### src/rtl/pcm_pkg.sv
package pcm_pkg;
    localparam int NCH     = 6;
    localparam int REG_W   = 16;
    localparam int EN_LSB  = 8;
    localparam int DAT_LSB = 0;

    typedef struct packed {
        logic [NCH-1:0] en;
        logic [NCH-1:0] dat;
    } pcm_word_t;

    typedef enum logic [1:0] {
        ACT_HOLD    = 2'd0,
        ACT_WRITE   = 2'd1,
        ACT_COMMUTE = 2'd2
    } act_src_e;

    function automatic pcm_word_t unpack_word(input logic [REG_W-1:0] w);
        pcm_word_t p;
        p.en  = w[EN_LSB +: NCH];
        p.dat = w[DAT_LSB +: NCH];
        return p;
    endfunction

    function automatic logic [REG_W-1:0] pack_word(input pcm_word_t p);
        logic [REG_W-1:0] r;
        r = '0;
        r[EN_LSB +: NCH]  = p.en;
        r[DAT_LSB +: NCH] = p.dat;
        return r;
    endfunction
endpackage

### src/rtl/pcm_slot.sv
module pcm_slot
    import pcm_pkg::*;
(
    input  logic      clk,
    input  logic      rst_n,
    input  logic      load,
    input  pcm_word_t d,
    output pcm_word_t q
);
    always_ff @(posedge clk or negedge rst_n) begin
        if (!rst_n) begin
            q <= '0;
        end else if (load) begin
            q <= d;
        end
    end
endmodule

### src/rtl/pcm_override.sv
module pcm_override #(
    parameter int NCH = 6
) (
    input  logic [NCH-1:0] en,
    input  logic [NCH-1:0] dat,
    input  logic [NCH-1:0] pwm,
    output logic [NCH-1:0] pins
);
    for (genvar n = 0; n < NCH; n++) begin : g_ch
        assign pins[n] = en[n] ? dat[n] : pwm[n];
    end
endmodule

### src/rtl/pwm_commute_mask.sv
module pwm_commute_mask
    import pcm_pkg::*;
(
    input  logic             clk,
    input  logic             rst_n,
    input  logic             wr_en,
    input  logic             wr_sel,
    input  logic [REG_W-1:0] wr_data,
    input  logic             rd_sel,
    output logic [REG_W-1:0] rd_data,
    input  logic             commute,
    input  logic [NCH-1:0]   pwm_in,
    output logic [NCH-1:0]   pin_out
);
    localparam logic SEL_ACT = 1'b0;
    localparam logic SEL_NXT = 1'b1;

    pcm_word_t act_q, nxt_q, act_d, wr_word;
    logic      act_load, nxt_load;
    act_src_e  act_src;
    logic [NCH-1:0] pin_d, pin_q;

    assign wr_word  = unpack_word(wr_data);
    assign nxt_load = wr_en && (wr_sel == SEL_NXT);

    // Source selection: commutation outranks a software write.
    always_comb begin
        if (commute) begin
            act_src = ACT_COMMUTE;
        end else if (wr_en && (wr_sel == SEL_ACT)) begin
            act_src = ACT_WRITE;
        end else begin
            act_src = ACT_HOLD;
        end
    end

    always_comb begin
        unique case (act_src)
            ACT_COMMUTE: begin
                act_load = 1'b1;
                act_d    = nxt_q;
            end
            ACT_WRITE: begin
                act_load = 1'b1;
                act_d    = wr_word;
            end
            default: begin
                act_load = 1'b0;
                act_d    = act_q;
            end
        endcase
    end

    pcm_slot u_nxt (
        .clk   (clk),
        .rst_n (rst_n),
        .load  (nxt_load),
        .d     (wr_word),
        .q     (nxt_q)
    );

    pcm_slot u_act (
        .clk   (clk),
        .rst_n (rst_n),
        .load  (act_load),
        .d     (act_d),
        .q     (act_q)
    );

    pcm_override #(.NCH(NCH)) u_ovr (
        .en   (act_q.en),
        .dat  (act_q.dat),
        .pwm  (pwm_in),
        .pins (pin_d)
    );

    // Registered pins: all six change on one edge.
    always_ff @(posedge clk or negedge rst_n) begin
        if (!rst_n) begin
            pin_q <= '0;
        end else begin
            pin_q <= pin_d;
        end
    end

    assign pin_out = pin_q;
    assign rd_data = pack_word((rd_sel == SEL_NXT) ? nxt_q : act_q);
endmodule

### config.mk
export PLATFORM = sky130hd
export DESIGN_NAME = pwm_commute_mask
export DESIGN_NICKNAME = d
export VERILOG_FILES = /design/src/rtl/pcm_pkg.sv /design/src/rtl/pcm_slot.sv /design/src/rtl/pcm_override.sv /design/src/rtl/pwm_commute_mask.sv
export SDC_FILE = /design/constraint.sdc
export NUM_CORES = 1
export LEC_CHECK = 0
export ABC_AREA = 1
export BUFFER_PORTS_ARGS = -buffer_cell sky130_fd_sc_hd__buf_4
export CELL_PAD_IN_SITES_DETAIL_PLACEMENT = 1
export CELL_PAD_IN_SITES_GLOBAL_PLACEMENT = 1
export CORE_ASPECT_RATIO = 0.5
export CORE_MARGIN = 2
export CORE_UTILIZATION = 35
export DETAILED_ROUTE_END_ITERATION = 12
export PLACE_DENSITY = 0.85
export SLEW_MARGIN = 20
export SYNTH_ARGS = -nofsm -noshare
export SYNTH_HDL_FRONTEND = slang
export SYNTH_SLANG_ARGS = --single-unit
### constraint.sdc
create_clock -name clk -period 0.8 [get_ports clk]
set_input_delay 0.08 -clock clk [delete_from_list [all_inputs] [get_ports clk]]
set_output_delay 0.08 -clock clk [all_outputs]
set_load 0.01 [all_outputs]
# ---- Word level (Yosys, flattened, before mapping)
# Index checks and enable logic that the tools add are counted.
dict set report totals {
  regBits 30
  latch_bits 0
  ramBits 0
  rom_bits 0
  in_bits 28
  output_inout_bits 22
  wordCells 24
  mem_count 0
}
dict set report classes {
  n_addsub 0
  n_mul 0
  div 0
  magnitude_cmp 0
  eq_ne 2
  shifts 0
  muxes 11
  n_bitwise 1
  n_reduce_logical 5
}
# cell count
set ops {}
lappend ops {{$pmux W12 S2} 1}
lappend ops {{$mux W12} 1}
lappend ops {{$mux W1} 8}
lappend ops {{$eq A2 B1 Y1 const B} 1}
lappend ops {{$eq A2 B2 Y1 const B} 1}
lappend ops {{$logic_and A1 B1 Y1} 2}
lappend ops {{$mux W2} 1}
lappend ops {{$reduce_and A2 Y1} 1}
lappend ops {{$reduce_bool A2 Y1} 1}
lappend ops {{$reduce_or A2 Y1} 1}
lappend ops {{$not A1 Y1} 1}

# ---- Logic depth before layout (Yosys ltp)
# Gate-level depths: netlist of the first run.
dict set report depth {
  depth_word 8
  depth_mapped 5
  ltp_nobuf 4
}

# ---- Cells and area by module
# From an unflattened synthesis of the first run, not the netlist that was laid out.
dict set report hier_totals {
  cells_unflattened 235
  area_unflattened_um2 1707.9
}
# mod instances cells_per_inst area_per_inst_um2 seq_area_each_um2
set by_module_without_submodules {}
lappend by_module_without_submodules {pcm_slot 2 51 457.9 300.3}
lappend by_module_without_submodules {pwm_commute_mask 1 109 701.9 150.1}
lappend by_module_without_submodules {pcm_override 1 24 90.1 0.0}

# ---- Worst setup path after synthesis of the first run
# Ideal clock, no wire load.
dict set report synth_path {
  path_kind {register to output}
  start {register u_act.q[6] in the netlist's numbering}
  end {output port rd_data[8]}
  arrival_ns 0.647
  t_required_ns 0.720
  path_slack_ns 0.073
  path_stages_with_launch 3
  path_buffers 0
  cell_sequence {dfrtp_1 inv_1 o21ai_0}
}
dict set report synth_via {
  elab_chain_cells 1
}
# item line_no
set synth_rtl {}
lappend synth_rtl {{from (decl)} pcm_slot.sv:8} ;# output pcm_word_t q
lappend synth_rtl {{from (signal assigned)} pcm_slot.sv:12} ;# q <= '0;
lappend synth_rtl {{from (signal assigned)} pcm_slot.sv:14} ;# q <= d;
lappend synth_rtl {{$mux W12} pwm_commute_mask.sv:87} ;# assign rd_data = pack_word((rd_sel == SEL_NXT) ? nxt_q : act_q);
lappend synth_rtl {{to (decl)} pwm_commute_mask.sv:10} ;# output logic [REG_W-1:0] rd_data,
# No other way between the ends.

# ---- Final worst setup path of the first run
dict set report layout_path {
  start {register u_nxt.q[3] in the netlist's numbering}
  end {output port rd_data[3]}
}
dict set report layout_via {
  elab_chain_cells 1
}
# item line_no
set layout_rtl {}
lappend layout_rtl {{from (decl)} pcm_slot.sv:8}
lappend layout_rtl {{from (signal assigned)} pcm_slot.sv:12}
lappend layout_rtl {{from (signal assigned)} pcm_slot.sv:14}
lappend layout_rtl {{$mux W12} pwm_commute_mask.sv:87}
# No other way between the ends.

==> results of run 1 <==
## logic make-up (layout without fill, tap and decap cells)
group	after synthesis	count (layout)	share of synthesized area [%]
simple gates	104	104	32.1
buf+inv	30	98	10.0
flops	30	30	51.5
other cells	1	4	0.257
compound gates	18	18	6.18
## report_power, final
part,leakage (nW),switching (mW),internal [mW]
clock network,0.0482,0.719,0.696
logic,0.750,0.731,0.686
registers,0.372,0.170,1.72
## stage by stage
stage,TNS (ns),hold slack (ns),util (%),area [um^2]
4_1_cts,-3.44,0.00315,52.5,2070
3_5_place_dp,-0.0413,0.0387,46.7,1840
6_report,-4.85,-0.00168,56.9,2250
5_1_grt,-5.76,0.0174,56.9,2250
3_3_place_gp,0,0.0329,46.7,1840
2_1_floorplan,0,-0.216,-,1470
## final cells by class
type | count | area [um^2] | share of cell area [%]
Clock inverter | 1 | 5.00 | 0.223
Inverter | 14 | 52.6 | 2.34
Tap cell | 54 | 67.6 | 3.01
Multi-Input combinational cell | 126 | 666 | 29.6
Timing Repair Buffer | 76 | 618 | 27.5
Sequential cell | 30 | 751 | 33.4
Clock buffer | 7 | 86.3 | 3.84
## synthesized netlist by cell type
cell type / number
nand2_1: 55
clkbuf_1: 1
dfrtp_1: 30
buf_4: 6
nand3_1: 36
inv_2: 1
nand2_2: 1
o21ai_0: 18
inv_1: 13
buf_2: 9
conb_1: 1
nand4_1: 12
## registers in the layout, indices dropped and copies added, names as in the netlist
signal   flops
u_nxt.q     12
u_act.q     12
pin_out      6
## per-layer routing
layer / vias to the layer above / track usage (%) / share of wire (%)
li1: 733 / - / -
met1: 871 / 29.5 / 42
met2: 78 / 42.7 / 47
met3: 26 / 6.73 / 6.2
met4: 0 / 12.6 / 4.7
met5: - / 0 / 0
## repair_timing
item,CTS,global route
resized for setup,22,37
setup buffers,13,16
endpoints found under the setup margin,18,31
hold endpoints to repair,30,0
hold buffers,1,0
pin swaps,0,9
## worst min-delay path by stage
stage / end / depth (start not counted)
finish: pin_out[0] / 3
detailed placement: u_nxt.q[3] / 1
global placement: u_nxt.q[3] / 1
floorplan: pin_out[0] / 0
CTS: pin_out[1] / 3
global route: pin_out[0] / 3
## worst max-delay path: cells and delay by family (launching register included)
kind,cells,cell delay (ns)
flip-flops,1,0.42
AND/OR/NAND/NOR,1,0.10
AO/OA/AOI/OAI,1,0.13
buffers and inverters,1,0.16
==> run_results.csv, run 1 <==
group,metric,value,unit
clocking,numCtsBuffers,5,
setup_path,critPathKind,"reg -> out",
power,p_total,4.72,mW
global_route,grt_pass1_vias,1721,
setup_path,start_kind,"register",
setup_path,reg2reg_from,"u_nxt.q[1]",
sta,max_freq,0.843,GHz
setup_path,critPathLaunch,"u_nxt.q[3]",
setup_path,cp_slowest_cell,"dfrtp_1",
setup_path,ff2ff_setup_slack,-0.21,ns
layout,layout_commonest_cell,"buf_4",
floorplanning,core,3940,um^2
global_route,antenna_found_initial,0,
power,powerDensity,2100,nW/um^2
clocking,htreeDepth,2,
setup_path,cp_cell_sequence,"nand2_1 > o21ai_1 > buf_4",
global_route,track_usage,25.2,%
setup_path,crit_end,"rd_data[3]",
routing,firstDrtPassIters,4,
floorplanning,chipWidth,95.3,um
routing,viasPerCell,5.55,
placement,pre_cts_ws,-0.0413,ns
clocking,cts_tree,"built",
synthesis,ys_ff_latch,30,
routing,avgRoutedWirePerCell,21.8,um
run_status,status,"complete, but fails checks",
sta,min_period,1.19,ns
sta,setup_ws,-0.386,ns
floorplanning,ios,50,
layout,syn_to_final_growth,53.9,%
floorplanning,start_util,37.0,%
routing,drc,0,
clocking,clkSlewWorstSetupHoldPaths,0.08,ns
clocking,numClockSinks,30,
routing,dr_total_vias,1708,
routing,wirelength,6710,um
power,max-vdd-ir-drop,1.10,mV
setup_path,reg2reg_depth,4,
routing,ant_nets,0,
sta,hold_viol_final,1,
synthesis,ys_types,12,
floorplanning,row_count,16,
setup_path,cpPeakStageDelay,0.42,ns
run,max_cap_violations,0,
sta,timing.final.setup_violations,29,
worst_hold_path,hold_path_class,"in -> reg",
global_route,grt_pass1_wl,8710,um
placement,place.gp.congestion,0.763,
sta,hold-worst-slack,-0.00168,ns
floorplanning,die_h,49.7,um
clocking,clock_latency,0.31,ns
clocking,cts_root_buf,"clkbuf_8",
worst_hold_path,hp-start,"pwm_in[0]",
synthesis,synthCells,183,
power,p_leak,1.17,nW
setup_path,required,0.72,ns
layout,antenna_cells,0,
layout,drive_gt1_share,45.3,%
placement,dp_hpwl,3070,um
run_status,failed_checks,"negative hold slack, negative setup slack",
sta,maxSlewViolCount,0,
layout,fin_cells,308,
setup_path,worstPathArrival,1.11,ns
placement,placement.io_buffers,41,
layout,fill_cells,479,
layout,final_nets,281,
global_route,grt_max_degree,31,
synthesis,syn_area_per_cell,7.97,um^2
synthesis,synth_warnings,0,
synthesis,yosysSeqAreaShare,51.5,%
synthesis,yosysTopAreaCell,"dfrtp_1",
placement,dp_cells,277,
setup_path,cp-end-kind,"primary output",
global_route,grt_overflow,0,
floorplanning,die_area,4730,um^2
setup_path,reg2reg_to,"u_act.q[1]",
sta,rsz0062_at_grt,"true",
synthesis,syn_area,1460,um^2
clocking,clockBufferDepth,2,
sta,period_share,148,%
layout,final_cell_mix,"buf_4 (63), nand2_1 (44), dfrtp_1 (30)",
synthesis,synth_top_area_share,51.5,%
routing,drt-initial-drc-count,121,
sta,clock_skew,0.0240,ns
setup_path,path_max_fanout,2,
synthesis,yosys-top-cells-area,"dfrtp_1 (51%), nand2_1 (14%), nand3_1 (12%), o21ai_0 (6.2%), nand4_1 (5.1%)",
No activity file was read; power rests on OpenSTA's default activity.
==> inputs of run 2 (changes only) <==
==> constraint.sdc (replaced) <==
create_clock -name clk -period 0.8 [get_ports clk]
set_input_delay 0.16 -clock clk [delete_from_list [all_inputs] [get_ports clk]]
set_output_delay 0.16 -clock clk [all_outputs]
set_load 0.01 [all_outputs]
==> run_results.csv, run 2 (synthesis gave the netlist of run 1 again) <==
group,metric,value,unit
run_status,status,"complete, but fails checks",
run_status,failed_checks,"negative setup slack",
floorplanning,chipWidth,95.3,um
setup_path,reg2reg_depth,5,
global_route,grt_max_degree,31,
floorplanning,row_count,16,
routing,viasPerCell,5.78,
routing,dr_total_vias,1850,
placement,place.gp.congestion,0.776,
placement,dp_hpwl,3510,um
clocking,cts_tree,"built",
sta,setup_ws,-0.427,ns
clocking,cts_root_buf,"clkbuf_8",
clocking,clkSlewWorstSetupHoldPaths,0.07,ns
routing,avgRoutedWirePerCell,24.5,um
layout,multi_input_area,867,um^2
setup_path,path_max_fanout,2,
layout,layout_commonest_cell,"buf_4",
worst_hold_path,hold_path_class,"in -> reg",
floorplanning,core,3940,um^2
placement,dp_cells,303,
sta,timing.final.setup_violations,32,
global_route,grt_pass1_wl,11000,um
sta,rsz0062_at_grt,"true",
global_route,grt_pass1_vias,1945,
layout,antenna_cells,0,
sta,clock_skew,0.00748,ns
global_route,antenna_found_initial,0,
setup_path,reg2reg_to,"pin_out[3]",
clocking,clockBufferDepth,2,
clocking,numCtsBuffers,5,
setup_path,ff2ff_setup_slack,-0.12,ns
worst_hold_path,hold_path_end,"pin_out[2]",
global_route,grt_overflow,0,
clocking,htreeDepth,2,
floorplanning,die_h,49.7,um
sta,period_share,153,%
clocking,clock_latency,0.30,ns
placement,pre_cts_ws,-0.134,ns
sta,min_period,1.23,ns
routing,drc,0,
routing,route.met3.wl,629,um
worst_hold_path,hold_depth,3,
routing,wl_met2,3710,um
run,max_cap_violations,0,
power,p_leak,1.34,nW
global_route,track_usage,32.6,%
sta,hold_viol_final,0,
placement,placement.io_buffers,41,
power,powerDensity,1990,nW/um^2
routing,highest_layer,"met4",
routing,firstDrtPassIters,4,
layout,fin_cells,320,
floorplanning,die_area,4730,um^2
setup_path,critPathKind,"reg -> out",
layout,fin_area,2590,um^2
power,max-vdd-ir-drop,1.13,mV
routing,drt-initial-drc-count,98,
setup_path,worstPathArrival,1.07,ns
layout,fill_cells,443,
setup_path,start_kind,"register",
setup_path,cp-end-kind,"primary output",
routing,ant_nets,0,
layout,syn_to_final_growth,77.3,%
routing,wirelength,7850,um
layout,seqCellArea,751,um^2
sta,maxSlewViolCount,0,
layout,final_nets,293,
layout,drive_gt1_share,63.5,%
floorplanning,ios,50,
clocking,numClockSinks,30,
sta,setup_tns,-6.24,ns
sta,max_freq,0.815,GHz
setup_path,reg2reg_from,"u_act.q[9]",
worst_hold_path,hp-start,"pwm_in[2]",
layout,final_cell_mix,"buf_4 (62), dfrtp_1 (30), nand2_1 (26)",
floorplanning,start_util,37.0,%
routing,drt-met1-wl,3160,um
placement,placed_area,2040,um^2
setup_path,required,0.64,ns
[run 2: cell types whose count changed in the layout (fill, tap and decap cells not counted)]
cell	previous run	this run
buf_4	63	62
buf_6	12	25
inv_1	5	2
inv_2	9	12
nand2_1	44	26
nand2_2	10	20
nand2_4	2	10
nand3_1	28	16
nand3_2	8	18
nand3_4	0	2
o21ai_0	4	0
o21ai_1	10	5
o21ai_2	4	12
o21ai_4	0	1
[run 2: worst max-delay path by stage]
| stage | from | end | slack, ns | cells after the start |
|---|---|---|---|---|
| after global placement | rd_sel | rd_data[5] | -0.05 | 3 |
| after global routing | u_act.q[1] | rd_data[1] | -0.44 | 3 |
| after detailed placement | rd_sel | rd_data[3] | -0.13 | 4 |
| after floorplan | u_act.q[1] | rd_data[1] | 0.004 | 2 |
| after CTS | u_act.q[5] | rd_data[5] | -0.35 | 3 |
| final | u_act.q[2] | rd_data[2] | -0.43 | 3 |
[run 2: worst max-delay path, cell delays in order, from the launching register on]
cell,delay [ns]
dfrtp_1,0.42
inv_2,0.06
o21ai_1,0.15
buf_4,0.15
[run 2: routing by layer]
layer / GRT usage [%] / vias up
met2: 54.0 / 108
met3: 7.49 / 33
met1: 38.4 / 945
li1: - / 764
met5: 0 / -
met4: 20.5 / 0
[run 2: through the flow]
| stage | hold slack, ns | utilization [%] | total power, mW |
|---|---|---|---|
| global route | 0.0812 | 65.6 | 5.32 |
| global placement | 0.114 | 51.6 | 2.98 |
| floorplan | -0.136 | - | 2.31 |
| detailed placement | 0.118 | 51.6 | 3.08 |
| CTS | 0.0729 | 59.9 | 4.69 |
| finish | 0.0803 | 65.6 | 5.14 |
[run 2: layout make-up]
cell class	instances	share of cell area, %
clock inverter	1	0.194
inverter	14	2.03
clock buffer	7	3.34
sequential	30	29.0
timing repair buffer	88	29.3
tap	54	2.61
multi-input combinational	126	33.5
[run 2: timing repair]
action	CTS	global route
setup endpoints to repair	28	44
setup buffers	17	21
gates resized for setup	52	77
hold endpoints to repair	30	0
pin swaps	13	17
hold buffers	1	0
[run 2: report_power, final]
group / switching [mW] / internal, mW / total (mW) / leakage, nW
Combinational: 0.963 / 0.919 / 1.88 / 0.919
Sequential: 0.182 / 1.72 / 1.91 / 0.372
Clock: 0.656 / 0.694 / 1.35 / 0.0482
Total: 1.80 / 3.34 / 5.14 / 1.34
==> inputs of run 3 (changes only) <==
- CORE_UTILIZATION: 35 -> 38
- PLACE_DENSITY: 0.85 -> 0.91
- clock period: 0.8 -> 1.6 ns (I/O delays scaled with it)
==> run_results.csv, run 3 (synthesis gave the netlist of run 1 again) <==
group,metric,value,unit
sta,maxSlewHeadroom,47.6,%
clocking,ctsResizeCount,0,
clocking,numCtsBuffers,5,
global_route,grt_max_degree,31,
routing,drt-initial-drc-count,93,
sta,timing.final.setup_violations,0,
layout,final_cell_mix,"nand2_1 (55), buf_4 (43), nand3_1 (36)",
sta,clock_skew,0.00167,ns
setup_path,cp-end-kind,"primary output",
global_route,antenna_found_initial,0,
sta,maxSlewViolCount,0,
global_route,track_usage,21.8,%
setup_path,required,1.28,ns
sta,min_period,1.37,ns
power,p_leak,0.964,nW
sta,hold_viol_final,0,
setup_path,start_kind,"register",
placement,dp_hpwl,3030,um
worst_hold_path,hold_path_class,"in -> reg",
routing,firstDrtPassIters,4,
sta,period_share,85.7,%
clocking,cts_setup_buffers,0,
sta,max_freq,0.730,GHz
routing,wirelength,4380,um
setup_path,cpPeakStageDelay,0.38,ns
layout,seqCellArea,751,um^2
layout,antenna_cells,0,
layout,drive_gt1_share,23.4,%
layout,multi_input_area,573,um^2
routing,ant_nets,0,
global_route,grt_pass1_vias,1480,
clocking,cts_root_buf,"clkbuf_8",
floorplanning,chipWidth,91.6,um
placement,placed_area,1760,um^2
clocking,clkSlewWorstSetupHoldPaths,0.07,ns
routing,drc,0,
routing,dr_total_vias,1467,
clocking,clock_latency,0.28,ns
floorplanning,die_area,4380,um^2
setup_path,worstPathArrival,1.05,ns
sta,setup_tns,0,ns
setup_path,path_max_fanout,3,
setup_path,cp_slowest_cell,"dfrtp_1",
layout,final_nets,249,
routing,viasPerCell,5.37,
floorplanning,start_util,41.1,%
sta,worst_pin_slew,0.784,ns
setup_path,critPathKind,"reg -> out",
layout,syn_to_final_growth,27.8,%
power,max-vdd-ir-drop,0.369,mV
clocking,numClockSinks,30,
routing,avgRoutedWirePerCell,16.0,um
placement,placement.io_buffers,41,
clocking,cts_tree,"built",
setup_path,cpLargestDelayFamily,"flip-flops",
placement,dp_cells,264,
global_route,grt_overflow,0,
layout,fin_cells,273,
power,powerDensity,1080,nW/um^2
floorplanning,die_h,47.8,um
global_route,grt_pass1_wl,7070,um
clocking,clockBufferDepth,2,
floorplanning,core,3550,um^2
layout,fill_cells,436,
placement,place.gp.congestion,0.762,
layout,layout_commonest_cell,"nand2_1",
sta,rsz0062_at_grt,"false",
layout,fin_area,1860,um^2
floorplanning,ios,50,
run_status,status,"completed",
setup_path,cp_num_buf_inv,2,
floorplanning,row_count,15,
clocking,htreeDepth,2,
setup_path,cp_cell_sequence,"inv_1 > o21ai_0 > buf_4",
run,max_cap_violations,0,
-- run 3: cell types whose count changed in the layout (fill, tap and decap cells not counted), sizes merged --
cell / before / now
buf: 87 / 43
-- run 3: path summary, 6_finish.rpt --
| path | from | to | slack, ns | cells past startpoint |
|---|---|---|---|---|
| worst min register to register | u_nxt.q[6] | u_nxt.q[6] | 0.50 | 2 |
| max in group asynchronous | rst_n | pin_out[5] | 0.80 | 2 |
| worst max-delay path | u_act.q[10] | rd_data[12] | 0.23 | 3 |
| worst max register to register | u_act.q[7] | u_act.q[7] | 0.87 | 2 |
| worst min-delay path | pwm_in[1] | pin_out[1] | 0.24 | 3 |
| min in group asynchronous | rst_n | u_nxt.q[3] | 0.51 | 2 |
-- run 3: stage by stage --
step                worst slack [ns]  power [mW]  hold slack, ns  utilization, %
finish                         0.229        2.01           0.239            52.6
CTS                            0.207        2.01           0.242            52.6
global route                   0.134        2.11           0.259            52.6
global placement               0.223        1.34           0.272            49.7
floorplan                      0.523        1.15          0.0244               -
detailed placement             0.121        1.38           0.271            49.7
-- run 3: layout make-up --
type	instances	area share (%)
Inverter	14	2.82
Timing Repair Buffer	44	17.9
Clock inverter	1	0.268
Clock buffer	7	4.63
Multi-Input combinational cell	126	30.7
Sequential cell	30	40.3
Tap cell	51	3.42
-- run 3: report_power, final --
part / switching [mW] / internal (mW) / leakage [nW]
sequential: 0.0628 / 0.862 / 0.372
combinational: 0.250 / 0.191 / 0.544
clock: 0.296 / 0.347 / 0.0482
-- run 3: repair_timing --
action / in CTS / in global routing
endpoints found under the hold margin: 30 / 0
endpoints found under the setup margin: 0 / 0
hold buffers: 1 / 0
-- run 3: tightest hold or removal path, stage by stage --
cell and delay, ns:
buf_4 0.07, nand2_1 0.04, o21ai_0 0.05
-- run 3: metal layers --
layer / vias up / wire length (um) / track usage (%)
li1: 670 / - / -
met1: 725 / 1770 / 24.8
met2: 60 / 2230 / 41.3
met3: 12 / 289 / 5.67
met4: 0 / 85 / 9.70
met5: - / 0 / 0
